### src/rtl/enum_chain_pkg.sv
package enum_chain_pkg;

  typedef enum logic [2:0] {
    CMD_IDENT  = 3'd0,
    CMD_SLEEP  = 3'd1,
    CMD_WAKE   = 3'd2,
    CMD_ACCESS = 3'd3
  } cmd_e;

  typedef enum logic [1:0] {
    RSP_ACK     = 2'd0,
    RSP_NAK     = 2'd1,
    RSP_IDREPLY = 2'd2
  } rsp_e;

  typedef enum logic [1:0] {
    MODE_IDLE  = 2'd0,
    MODE_WAIT  = 2'd1,
    MODE_IDENT = 2'd2
  } mode_e;

  typedef struct packed {
    logic       rsp_en;
    logic [1:0] kind;
    logic       base_hit;
    logic       claim_hit;
  } decode_t;

endpackage

### src/rtl/enum_cmd_decode.sv
module enum_cmd_decode
  import enum_chain_pkg::*;
#(
  parameter int POS_W  = 4,
  parameter int ADDR_W = 6
) (
  input  logic [2:0]        cmd_type,
  input  logic [ADDR_W-1:0] cmd_addr,
  input  logic              crc_ok,
  input  logic              is_top,
  input  logic              in_ident,
  input  logic              pos_zero,
  input  logic              enumerated,
  output decode_t           dec
);

  logic addr_all_zero;
  logic addr_claimable;

  assign addr_all_zero  = (cmd_addr == '0);
  assign addr_claimable = (cmd_addr[ADDR_W-1:POS_W] == '0) && (cmd_addr[POS_W-1:0] != '0);

  always_comb begin
    dec = '0;
    if (!crc_ok) begin
      dec.rsp_en = 1'b1;
      dec.kind   = RSP_NAK;
    end else begin
      case (cmd_type)
        CMD_IDENT: begin
          if (addr_all_zero) begin
            dec.base_hit = 1'b1;
            dec.rsp_en   = is_top;
            dec.kind     = RSP_ACK;
          end else if (addr_claimable && in_ident && pos_zero) begin
            dec.claim_hit = 1'b1;
            dec.rsp_en    = 1'b1;
            dec.kind      = RSP_IDREPLY;
          end
        end
        CMD_SLEEP, CMD_WAKE: begin
          dec.rsp_en = 1'b1;
          dec.kind   = RSP_ACK;
        end
        CMD_ACCESS: begin
          dec.rsp_en = 1'b1;
          dec.kind   = enumerated ? RSP_ACK : RSP_NAK;
        end
        default: begin
          dec.rsp_en = 1'b1;
          dec.kind   = RSP_NAK;
        end
      endcase
    end
  end

endmodule

### src/rtl/enum_wait_timer.sv
module enum_wait_timer #(
  parameter int WAIT_CYCLES = 16
) (
  input  logic clk,
  input  logic rst_n,
  input  logic start,
  output logic busy,
  output logic expire
);

  localparam int CNT_W = $clog2(WAIT_CYCLES + 1);

  logic [CNT_W-1:0] cnt_q;

  assign busy   = (cnt_q != '0);
  assign expire = (cnt_q == CNT_W'(1));

  always_ff @(posedge clk) begin
    if (!rst_n) begin
      cnt_q <= '0;
    end else if (start) begin
      cnt_q <= CNT_W'(WAIT_CYCLES);
    end else if (busy) begin
      cnt_q <= cnt_q - CNT_W'(1);
    end
  end

endmodule

### src/rtl/enum_rsp_slot.sv
module enum_rsp_slot #(
  parameter int ADDR_W = 6
) (
  input  logic              clk,
  input  logic              rst_n,
  input  logic              load,
  input  logic [1:0]        kind_in,
  input  logic [ADDR_W-1:0] addr_in,
  output logic              rsp_valid,
  input  logic              rsp_ready,
  output logic [1:0]        rsp_kind,
  output logic [ADDR_W-1:0] rsp_addr
);

  always_ff @(posedge clk) begin
    if (!rst_n) begin
      rsp_valid <= 1'b0;
      rsp_kind  <= '0;
      rsp_addr  <= '0;
    end else if (load) begin
      rsp_valid <= 1'b1;
      rsp_kind  <= kind_in;
      rsp_addr  <= addr_in;
    end else if (rsp_valid && rsp_ready) begin
      rsp_valid <= 1'b0;
    end
  end

endmodule

### src/rtl/enum_chain_ident.sv
module enum_chain_ident
  import enum_chain_pkg::*;
#(
  parameter int              POS_W       = 4,
  parameter int              SEL_W       = 2,
  parameter logic [SEL_W-1:0] MASTER_SEL = 2'b01,
  parameter int              WAIT_CYCLES = 16,
  localparam int             ADDR_W      = SEL_W + POS_W
) (
  input  logic              clk,
  input  logic              rst_n,
  input  logic [SEL_W-1:0]  comm_sel,
  input  logic              top_of_stack,
  input  logic              cmd_valid,
  output logic              cmd_ready,
  input  logic [2:0]        cmd_type,
  input  logic [ADDR_W-1:0] cmd_addr,
  input  logic              cmd_crc_ok,
  output logic              rsp_valid,
  input  logic              rsp_ready,
  output logic [1:0]        rsp_kind,
  output logic [ADDR_W-1:0] rsp_addr,
  output logic [POS_W-1:0]  stack_addr,
  output logic [POS_W-1:0]  stack_size,
  output logic              enumerated,
  output logic              identify_mode
);

  mode_e             mode_q;
  logic [POS_W-1:0]  pos_q;
  logic [POS_W-1:0]  size_q;
  logic              enum_q;
  decode_t           dec;
  logic              accept;
  logic              wait_busy;
  logic              wait_expire;
  logic              is_master;
  logic              enter_ident;
  logic [ADDR_W-1:0] rsp_addr_next;

  assign is_master     = (comm_sel == MASTER_SEL);
  assign cmd_ready     = !rsp_valid && !wait_busy;
  assign accept        = cmd_valid && cmd_ready;
  assign enter_ident   = (accept && dec.base_hit && top_of_stack) || wait_expire;
  assign identify_mode = (mode_q == MODE_IDENT);
  assign stack_addr    = pos_q;
  assign stack_size    = size_q;
  assign enumerated    = enum_q;
  assign rsp_addr_next = dec.claim_hit ? {comm_sel, cmd_addr[POS_W-1:0]} : {comm_sel, pos_q};

  enum_cmd_decode #(.POS_W(POS_W), .ADDR_W(ADDR_W)) u_dec (
    .cmd_type   (cmd_type),
    .cmd_addr   (cmd_addr),
    .crc_ok     (cmd_crc_ok),
    .is_top     (top_of_stack),
    .in_ident   (identify_mode),
    .pos_zero   (pos_q == '0),
    .enumerated (enum_q),
    .dec        (dec)
  );

  enum_wait_timer #(.WAIT_CYCLES(WAIT_CYCLES)) u_timer (
    .clk    (clk),
    .rst_n  (rst_n),
    .start  (accept && dec.base_hit && !top_of_stack),
    .busy   (wait_busy),
    .expire (wait_expire)
  );

  enum_rsp_slot #(.ADDR_W(ADDR_W)) u_rsp (
    .clk       (clk),
    .rst_n     (rst_n),
    .load      (accept && dec.rsp_en),
    .kind_in   (dec.kind),
    .addr_in   (rsp_addr_next),
    .rsp_valid (rsp_valid),
    .rsp_ready (rsp_ready),
    .rsp_kind  (rsp_kind),
    .rsp_addr  (rsp_addr)
  );

  always_ff @(posedge clk) begin
    if (!rst_n) begin
      mode_q <= MODE_IDLE;
      pos_q  <= '0;
      size_q <= '0;
      enum_q <= 1'b0;
    end else if (enter_ident) begin
      mode_q <= MODE_IDENT;
      pos_q  <= is_master ? POS_W'(1) : POS_W'(0);
      enum_q <= is_master;
    end else if (accept && dec.base_hit) begin
      mode_q <= MODE_WAIT;
      enum_q <= 1'b0;
    end else if (accept && dec.claim_hit) begin
      pos_q  <= cmd_addr[POS_W-1:0];
      size_q <= cmd_addr[POS_W-1:0];
      enum_q <= 1'b1;
    end
  end

endmodule

### config.mk
export PLATFORM = sky130hd
export DESIGN_NAME = enum_chain_ident
export DESIGN_NICKNAME = d
export VERILOG_FILES = /design/src/rtl/enum_chain_pkg.sv /design/src/rtl/enum_cmd_decode.sv /design/src/rtl/enum_wait_timer.sv /design/src/rtl/enum_rsp_slot.sv /design/src/rtl/enum_chain_ident.sv
export SDC_FILE = /design/constraint.sdc
export NUM_CORES = 1
export LEC_CHECK = 0
export BUFFER_PORTS_ARGS = -buffer_cell sky130_fd_sc_hd__buf_2
export CAP_MARGIN = 20
export CORE_MARGIN = 4
export CORE_UTILIZATION = 55
export CTS_CLUSTER_DIAMETER = 60
export DETAILED_ROUTE_END_ITERATION = 7
export GPL_TIMING_DRIVEN = 0
export PLACE_DENSITY_LB_ADDON = 0.08
export SLEW_MARGIN = 20
export SYNTH_ARGS = -nofsm -noshare
export SYNTH_HDL_FRONTEND = slang
export SYNTH_SLANG_ARGS = --single-unit
export TNS_END_PERCENT = 1
### constraint.sdc
create_clock -name clk -period 5.37 [get_ports clk]
set_input_delay 1.074 -clock clk [delete_from_list [all_inputs] [get_ports clk]]
set_output_delay 1.074 -clock clk [all_outputs]
set_load 0.01 [all_outputs]
**Yosys cells after proc, flatten, opt, wreduce, memory -nomap -nowiden**

Index checks and enable logic that the tools add are counted.

- Word-level logic and storage cells: 76
- Register bits: 25
- Output and inout port bits: 20
- Input port bits: 17

- Reduce and logical (&&, ||, !) cells: 31
- Muxes and demuxes: 24
- Bitwise gates (word level): 3
- $add $sub $neg: 1
- Equality and inequality tests: 7

Operators by type and width:

| kind | count |
|---|---|
| $mux W4 | 4 |
| $logic_and A1 B1 Y1 | 11 |
| $mux W1 | 10 |
| $mux W5 | 2 |
| $mux W3 | 3 |
| $pmux W3 S3 | 1 |
| $mux W2 | 4 |
| $reduce_bool A2 Y1 | 4 |
| $eq A3 B2 Y1 const B | 2 |
| $logic_not A6 Y1 | 1 |
| $reduce_or A2 Y1 | 3 |
| $eq A5 B1 Y1 const B | 1 |
| $reduce_bool A5 Y1 | 1 |
| $sub A5 B1 Y5 const B | 1 |
| $logic_not A4 Y1 | 1 |
| $reduce_bool A4 Y1 | 1 |
| $eq A3 B1 Y1 const B | 1 |
| $logic_not A1 Y1 | 3 |
| $logic_not A3 Y1 | 1 |
| $not A1 Y1 | 3 |
| $reduce_and A3 Y1 | 1 |
| $reduce_bool A3 Y1 | 1 |
| $eq A2 B1 Y1 const B | 1 |
| $eq A2 B2 Y1 const B | 1 |
| 4 further kinds | 4 |

**Logic depth before layout (Yosys ltp)**

Gate-level depths: netlist of the first run.

- Word-level depth: 13
- Depth in mapped cells: 7
- Depth with buffers taken out: 6

**By module**

Synthesis of the first run repeated with hierarchy kept, for this count alone.

- Cells, all modules: 133
- Area total of the unflattened synthesis: 1,262.5 um^2

Modules (own cells, without submodules):

| module | cells an instance | area an instance (um^2) | sequential area each (um^2) | times used |
|---|---|---|---|---|
| enum_chain_ident | 65 | 588.1 | 220.2 | 1 |
| enum_rsp_slot | 28 | 335.3 | 180.2 | 1 |
| enum_wait_timer | 26 | 256.5 | 100.1 | 1 |
| enum_cmd_decode | 14 | 82.6 | 0.0 | 1 |

**Worst setup path after synthesis of the first run**

Ideal clock, no wire load.

- Path type: input -> register
- Start: input port cmd_type[1]
- End: register pos_q[3], in the netlist stack_addr[3]
- Cell stages on the path: 6
- Buffers on the path: 2
- Library setup time: 0.117 ns
- Arrival: 2.790 ns
- Data required time: 5.253 ns
- Setup slack: 2.462 ns
- Cells stage by stage: or4b_1 buf_2 or4_4 buf_6 o21a_1 a32o_1

- Longest elaborated chain between the ends: 8
- Elaborated cells between the ends (all ways): 11
- Classes of those cells: 1 x eq/ne; 3 x mux; 7 x reduce/logical

RTL lines:

| item | line | RTL |
|---|---|---|
| from (decl) | enum_chain_ident.sv:16 | `input logic [2:0] cmd_type,` |
| $logic_not A3 Y1 (*) | enum_cmd_decode.sv:29 | `case (cmd_type)` |
| $mux W2 (*) | enum_cmd_decode.sv:29 |  |
| $mux W2 (*) | enum_cmd_decode.sv:25 | `if (!crc_ok) begin` |
| $logic_and A1 B1 Y1 | enum_chain_ident.sv:44, enum_chain_ident.sv:92 |  |
| $logic_and A1 B1 Y1 | enum_chain_ident.sv:44 | `assign enter_ident = (accept && dec.base_hit && top_of_stack) \|\| wait_expire;` |
| $logic_or A1 B1 Y1 | enum_chain_ident.sv:44 |  |
| $ne A2 B2 Y1 (no source line) / $reduce_bool A2 Y1 (equally long branches) | -- |  |
| $reduce_and A2 Y1 (no source line) | -- |  |
| to (signal assigned) | enum_chain_ident.sv:90 | `pos_q <= is_master ? POS_W'(1) : POS_W'(0);` |
| to (signal assigned) | enum_chain_ident.sv:96 | `pos_q <= cmd_addr[POS_W-1:0];` |
| to (decl) | enum_chain_ident.sv:30 | `logic [POS_W-1:0] pos_q;` |

Every way passes the cells marked *; elsewhere a longest branch is shown, timed or not.
A chain may end at the register's enable or synchronous reset.

**Final worst setup path of the first run**

Ends and elaborated chain as after synthesis.

==> results of run 1 <==
stage by stage:
| stage | cells | hold slack (ps) | util | setup WS, ps | total power [uW] |
|---|---|---|---|---|---|
| 3_3_place_gp | 222 | 439 | 0.691 | 2300 | 506 |
| 3_5_place_dp | 222 | 449 | 0.691 | 2270 | 517 |
| 4_1_cts | 226 | 468 | 0.703 | 2610 | 603 |
| 2_1_floorplan | 159 | 451 | - | 2460 | 446 |
| 5_1_grt | 226 | 486 | 0.703 | 2530 | 646 |
| 6_report | 226 | 467 | 0.703 | 2590 | 599 |
cell type report:
class | count | area share
multi-input combinational | 121 | 0.503
sequential | 25 | 0.313
timing repair buffer | 35 | 0.110
buffer | 9 | 0.0266
tap | 28 | 0.0219
clock buffer | 4 | 0.0164
inverter | 4 | 0.00939
worst max path at each step:
stage | start | end | slack [ps] | depth (start not counted)
after floorplan | cmd_type[1] | stack_addr[3]$_SDFFE_PN0P_ | 2460 | 6
after global placement | cmd_type[1] | stack_addr[3]$_SDFFE_PN0P_ | 2300 | 7
after detailed placement | cmd_type[1] | stack_addr[3]$_SDFFE_PN0P_ | 2270 | 7
after CTS | cmd_type[1] | stack_addr[3]$_SDFFE_PN0P_ | 2610 | 7
after global routing | cmd_type[1] | stack_size[3]$_SDFFE_PN0P_ | 2530 | 6
final | cmd_type[1] | stack_addr[3]$_SDFFE_PN0P_ | 2590 | 7
registers in the layout (all words and copies together), names as in the netlist:
signal           flops
enumerated           1
mode_q               2
stack_addr           4
stack_size           4
u_rsp.rsp_addr       6
u_rsp.rsp_kind       2
u_rsp.rsp_valid      1
u_timer.cnt_q        5
cell families after synthesis:
group	share of synthesized area
and+or+nand+nor	0.329
DFF	0.367
buffers and inverters	0.0422
muxes	0.0588
adders and majority gates	0.0276
AOI/OAI and AO/OA	0.163
xor gates and xnor gates	0.0129
metal layers:
layer | vias up | wire, um | GRT usage
li1 | 678 | - | -
met1 | 629 | 1470 | 0.273
met2 | 64 | 1510 | 0.318
met3 | 8 | 252 | 0.0290
met4 | 0 | 45 | 0.113
met5 | - | 0 | 0
report_power, final:
group / total (uW) / switching, uW / internal, uW
clock: 84.6 / 55.5 / 29.1
sequential: 244 / 28.6 / 215
combinational: 270 / 156 / 114
cell usage in the layout, fill, tap and decap left out, types with 2 or more instances in the layout:
cell	count
a21oi_1	8
a31oi_1	4
and3_1	2
buf_1	2
buf_2	36
clkbuf_1	6
clkbuf_4	3
dfxtp_1	25
ha_1	3
inv_1	4
mux2i_1	8
nand2_1	18
nand3_1	3
nand4b_1	4
nor2_1	11
nor2b_1	4
nor3_1	4
nor4_1	6
nor4_2	2
nor4b_1	2
o211ai_1	2
o21a_1	2
o21ai_0	6
o41ai_1	3
or3_1	3
or3b_2	4
or4_1	3
critical path, stage by stage:
cell,delay [ps]
buf_2,110
or4b_1,520
buf_2,190
or4_4,520
buf_6,150
o21a_1,170
a32o_1,250
==> impl_metrics.env, run 1 <==
export IMPL_initial_utilization=0.599
export IMPL_cts_root_buf="clkbuf_4"
export IMPL_nets=219
export IMPL_vias=1379
export IMPL_yosysWarnings=0
export IMPL_hp_start="u_rsp.rsp_addr[3]$_SDFFE_PN0P_"
export IMPL_hold_path_class="register to register"
export IMPL_design_area_mm2=0.00160
export IMPL_insertion_delay_ps=320
export IMPL_die_w_um=57.8
export IMPL_rsz0062_at_grt="no"
export IMPL_vias_per_cell=6.10
export IMPL_timing_final_max_slew_violations=0
export IMPL_setup_violations=0
export IMPL_path_clk_slew_ps=130
export IMPL_htreeDepth=1
export IMPL_placed_area_mm2=0.00157
export IMPL_routedWlPerCell_um=14.5
export IMPL_min_to="u_rsp.rsp_addr[3]$_SDFFE_PN0P_"
export IMPL_n_fill_cell=189
export IMPL_grt_pass1_wl_um=5490
export IMPL_grt_overflow_total=0
export IMPL_critical_path_required_ps=5590
export IMPL_critPathArrivalTime_ps=3000
export IMPL_whs_path_depth=2
export IMPL_drt_pass1_iter_count=4
export IMPL_syn2layout_area_growth_pct=17.4
export IMPL_drt_iter0_drc=50
export IMPL_status="finished, final reports clean"
export IMPL_hold_violations=0
export IMPL_portBuffers=35
export IMPL_cts_sinks=25
export IMPL_yosysSeqAreaShare=0.367
export IMPL_synth_commonest_cells="25 x dfxtp_1, 18 x nand2_1, 11 x nor2_1"
export IMPL_drive_gt1_frac=0.258
export IMPL_fmax_mhz=360
export IMPL_multi_input_area_um2=805
export IMPL_r2r_start="stack_addr[3]$_SDFFE_PN0P_"
export IMPL_r2r_cells=5
export IMPL_pin_count=37
export IMPL_antenna_cells=0
export IMPL_clock_skew_ps=4.21
export IMPL_worst_path_max_fanout=9
export IMPL_place_hpwl_um=2530
export IMPL_ys_ff_latch=25
export IMPL_power_density_mw_per_mm2=375
export IMPL_ant_nets=0
export IMPL_drv_cap=0
export IMPL_synth_area_leaders="dfxtp_1 37%, mux2i_1 5.9%, nand2_1 5.0%"
export IMPL_yosysMostFrequentCell="dfxtp_1"
export IMPL_yosys_area_top_type="dfxtp_1"
export IMPL_grt_max_degree=14
export IMPL_synth_cell_type_count=46
export IMPL_cts_tree="built"
export IMPL_cts_resized=0
export IMPL_core_area_mm2=0.00228
export IMPL_cts_setup_buffers=0
export IMPL_syn_cell_area_mm2=0.00136
export IMPL_maxSlewHeadroom=0.460
export IMPL_syn_avg_cell_area_um2=8.57
export IMPL_synth_edf_count=0
export IMPL_start_kind="input pin"
export IMPL_seqCellArea_um2=500
export IMPL_crit_path_end_kind="register"
export IMPL_period_needed_ps=2780
export IMPL_track_usage=0.205
export IMPL_cts_path_max_buffers=2
export IMPL_die_area_mm2=0.00334
export IMPL_row_count=17
export IMPL_r2r_end="u_rsp.rsp_kind[0]$_SDFFE_PN0P_"
export IMPL_finalWeightedCongestion=0.944
export IMPL_synth_main_ff_cell="dfxtp_1"
export IMPL_totalWireLength_um=3280
export IMPL_grt_pass1_vias=1243
export IMPL_yosysTopAreaCellShare=0.367
export IMPL_cts_inserted_buffers=3
export IMPL_vdd_ir_drop_max_v=0.000326
export IMPL_fin_tns_setup_ps=0
export IMPL_synth_nets=179
export IMPL_post_route_drc_count=0
export IMPL_syn_inst=159
export IMPL_fin_crit_sh=0.517
export IMPL_async_flop_share=0
export IMPL_grt_antenna_before_repair=0
export IMPL_tightest_slew_ps=803
export IMPL_r2r_slack_ps=3230
export IMPL_leakagePower_uw=0.000647
export IMPL_postCtsHoldBufs=0
export IMPL_die_h_um=57.8
export IMPL_critPathKind="input pin to register"
No activity file was read; power rests on OpenSTA's default activity.
==> run 2: changes to the inputs <==
Settings changed: CORE_UTILIZATION 55 to 46.
Clock period 5.37 ns to 2.5 ns, I/O delays scaled along.
==> impl_metrics.env, run 2 (same netlist as run 1, synthesis figures left out) <==
export IMPL_fin_cells=229
export IMPL_die_area_mm2=0.00390
export IMPL_vias_per_cell=5.83
export IMPL_die_w_um=62.4
export IMPL_max_flop_register="u_rsp.rsp_addr"
export IMPL_initial_utilization=0.486
export IMPL_p_sw_uw=521
export IMPL_grt_antenna_before_repair=0
export IMPL_use_met1=0.261
export IMPL_postCtsHoldBufs=0
export IMPL_cts_tree="built"
export IMPL_tightest_slew_ps=835
export IMPL_design_area_mm2=0.00160
export IMPL_cts_resized=0
export IMPL_status="finished, final reports clean"
export IMPL_grt_use_met3=0.0432
export IMPL_finalWeightedCongestion=0.898
export IMPL_drv_cap=0
export IMPL_cts_sinks=25
export IMPL_routedWlPerCell_um=15.3
export IMPL_critical_path_cell_chain="buf_2, or4b_1, buf_2, or4_4, buf_6, o211ai_1, nor2_1"
export IMPL_power_density_mw_per_mm2=806
export IMPL_hold_violations=0
export IMPL_worst_path_max_delay_cell="or4_4"
export IMPL_rsz0062_at_grt="no"
export IMPL_path_clk_slew_ps=140
export IMPL_final_cell_mix="36 x buf_2, 25 x dfxtp_1, 18 x nand2_1, 11 x nor2_1"
export IMPL_grt_overflow_total=0
export IMPL_p_int_uw=771
export IMPL_max_stage_delay_ps=520
export IMPL_antenna_cells=0
export IMPL_crit_top_cell="buf_2"
export IMPL_pin_count=37
export IMPL_portBuffers=35
export IMPL_worst_path_max_fanout=9
export IMPL_pwr_share_comb=0.454
export IMPL_cts_path_max_buffers=2
export IMPL_grt_max_degree=14
export IMPL_maxSlewHeadroom=0.439
export IMPL_core_area_mm2=0.00281
export IMPL_use_met2=0.326
export IMPL_drive_gt1_frac=0.258
export IMPL_p_seq_frac=0.404
export IMPL_drt_iter0_drc=37
export IMPL_drt_pass1_iter_count=4
export IMPL_cts_setup_buffers=0
export IMPL_cts_inserted_buffers=3
export IMPL_die_h_um=62.4
export IMPL_row_count=19
export IMPL_totalWireLength_um=3500
export IMPL_critPathKind="input pin to register"
export IMPL_pwr_share_clk=0.142
export IMPL_ant_nets=0
export IMPL_place_hpwl_um=2730
export IMPL_reg_top3="u_rsp.rsp_addr: 6 flops, u_timer.cnt_q: 5 flops"
export IMPL_setup_violations=0
export IMPL_dpl_cell_count=225
export IMPL_clock_skew_ps=4.97
export IMPL_period_needed_ps=2190
export IMPL_critical_path_required_ps=2710
export IMPL_total_power_uw=1290
export IMPL_pre_cts_slack_ps=-16.2
export IMPL_grt_pass1_vias=1327
export IMPL_htreeDepth=1
export IMPL_insertion_delay_ps=320
export IMPL_timing_final_max_slew_violations=0
export IMPL_crit_path_end_kind="register"
export IMPL_track_usage=0.200
export IMPL_fmax_mhz=457
export IMPL_largest_reg_flops=6
export IMPL_post_route_drc_count=0
export IMPL_nets=219
export IMPL_critPathArrivalTime_ps=2400
export IMPL_leakagePower_uw=0.000647
export IMPL_syn2layout_area_growth_pct=17.6
export IMPL_vdd_ir_drop_max_v=0.000669
export IMPL_setup_ws_ps=311
export IMPL_start_kind="input pin"
export IMPL_swShare=0.403
export IMPL_top_usage_layer="met2"
export IMPL_fin_crit_sh=0.876
export IMPL_grt_pass1_wl_um=6290
export IMPL_cts_root_buf="clkbuf_4"
export IMPL_hold_path_class="input pin to register"
export IMPL_placed_area_mm2=0.00158
export IMPL_vias=1335
export IMPL_final_common_cell="buf_2"
-- run 2: cell counts in the layout (fill, tap and decap cells not counted) --
No cell type changed its count.
-- run 2: worst paths after layout --
kind / startpoint / to / slack (ps) / cells after the start
setup reg to reg: stack_addr[3]$_SDFFE_PN0P_ / u_rsp.rsp_addr[4]$_SDFFE_PN0P_ / 330 / 5
hold reg to reg: u_rsp.rsp_addr[0]$_SDFFE_PN0P_ / u_rsp.rsp_addr[0]$_SDFFE_PN0P_ / 460 / 2
setup / recovery: cmd_type[1] / mode_q[0]$_SDFFE_PP0N_ / 310 / 7
hold / removal: comm_sel[0] / u_rsp.rsp_addr[4]$_SDFFE_PN0P_ / 440 / 3
-- run 2: per-stage QoR --
step	utilization	hold slack, ps	TNS, ps
after floorplan	-	451	0
after global placement	0.562	440	-43.9
after detailed placement	0.562	445	-54.3
after CTS	0.571	431	0
after global routing	0.571	415	0
final	0.571	436	0
-- run 2: area by class of cell --
cell class / instances / area [um2]
Buffer: 9 / 42.5
Clock buffer: 4 / 26.3
Fill cell: 275 / 1200
Inverter: 4 / 15.0
Multi-Input combinational cell: 121 / 805
Sequential cell: 25 / 500
Tap cell: 31 / 38.8
Timing Repair Buffer: 35 / 175
-- run 2: power by group through the flow --
stage | combinational, uW | clock (uW) | sequential [uW]
floorplan | 429 | 0 | 528
global placement | 575 | 0 | 526
global route | 673 | 220 | 537
finish | 587 | 183 | 522
detailed placement | 587 | 0 | 529
CTS | 590 | 190 | 520
-- run 2: critical path, delay by kind of cell --
kind	cells	cell delay [ps]
AOI/OAI and AO/OA	1	340
and+or+nand+nor	3	1110
buffers and inverters	3	450
-- run 2: routing by layer --
metal / wire length [um] / vias up
met2: 1670 / 30
li1: - / 673
met5: 0 / -
met3: 167 / 4
met1: 1630 / 628
met4: 31 / 0
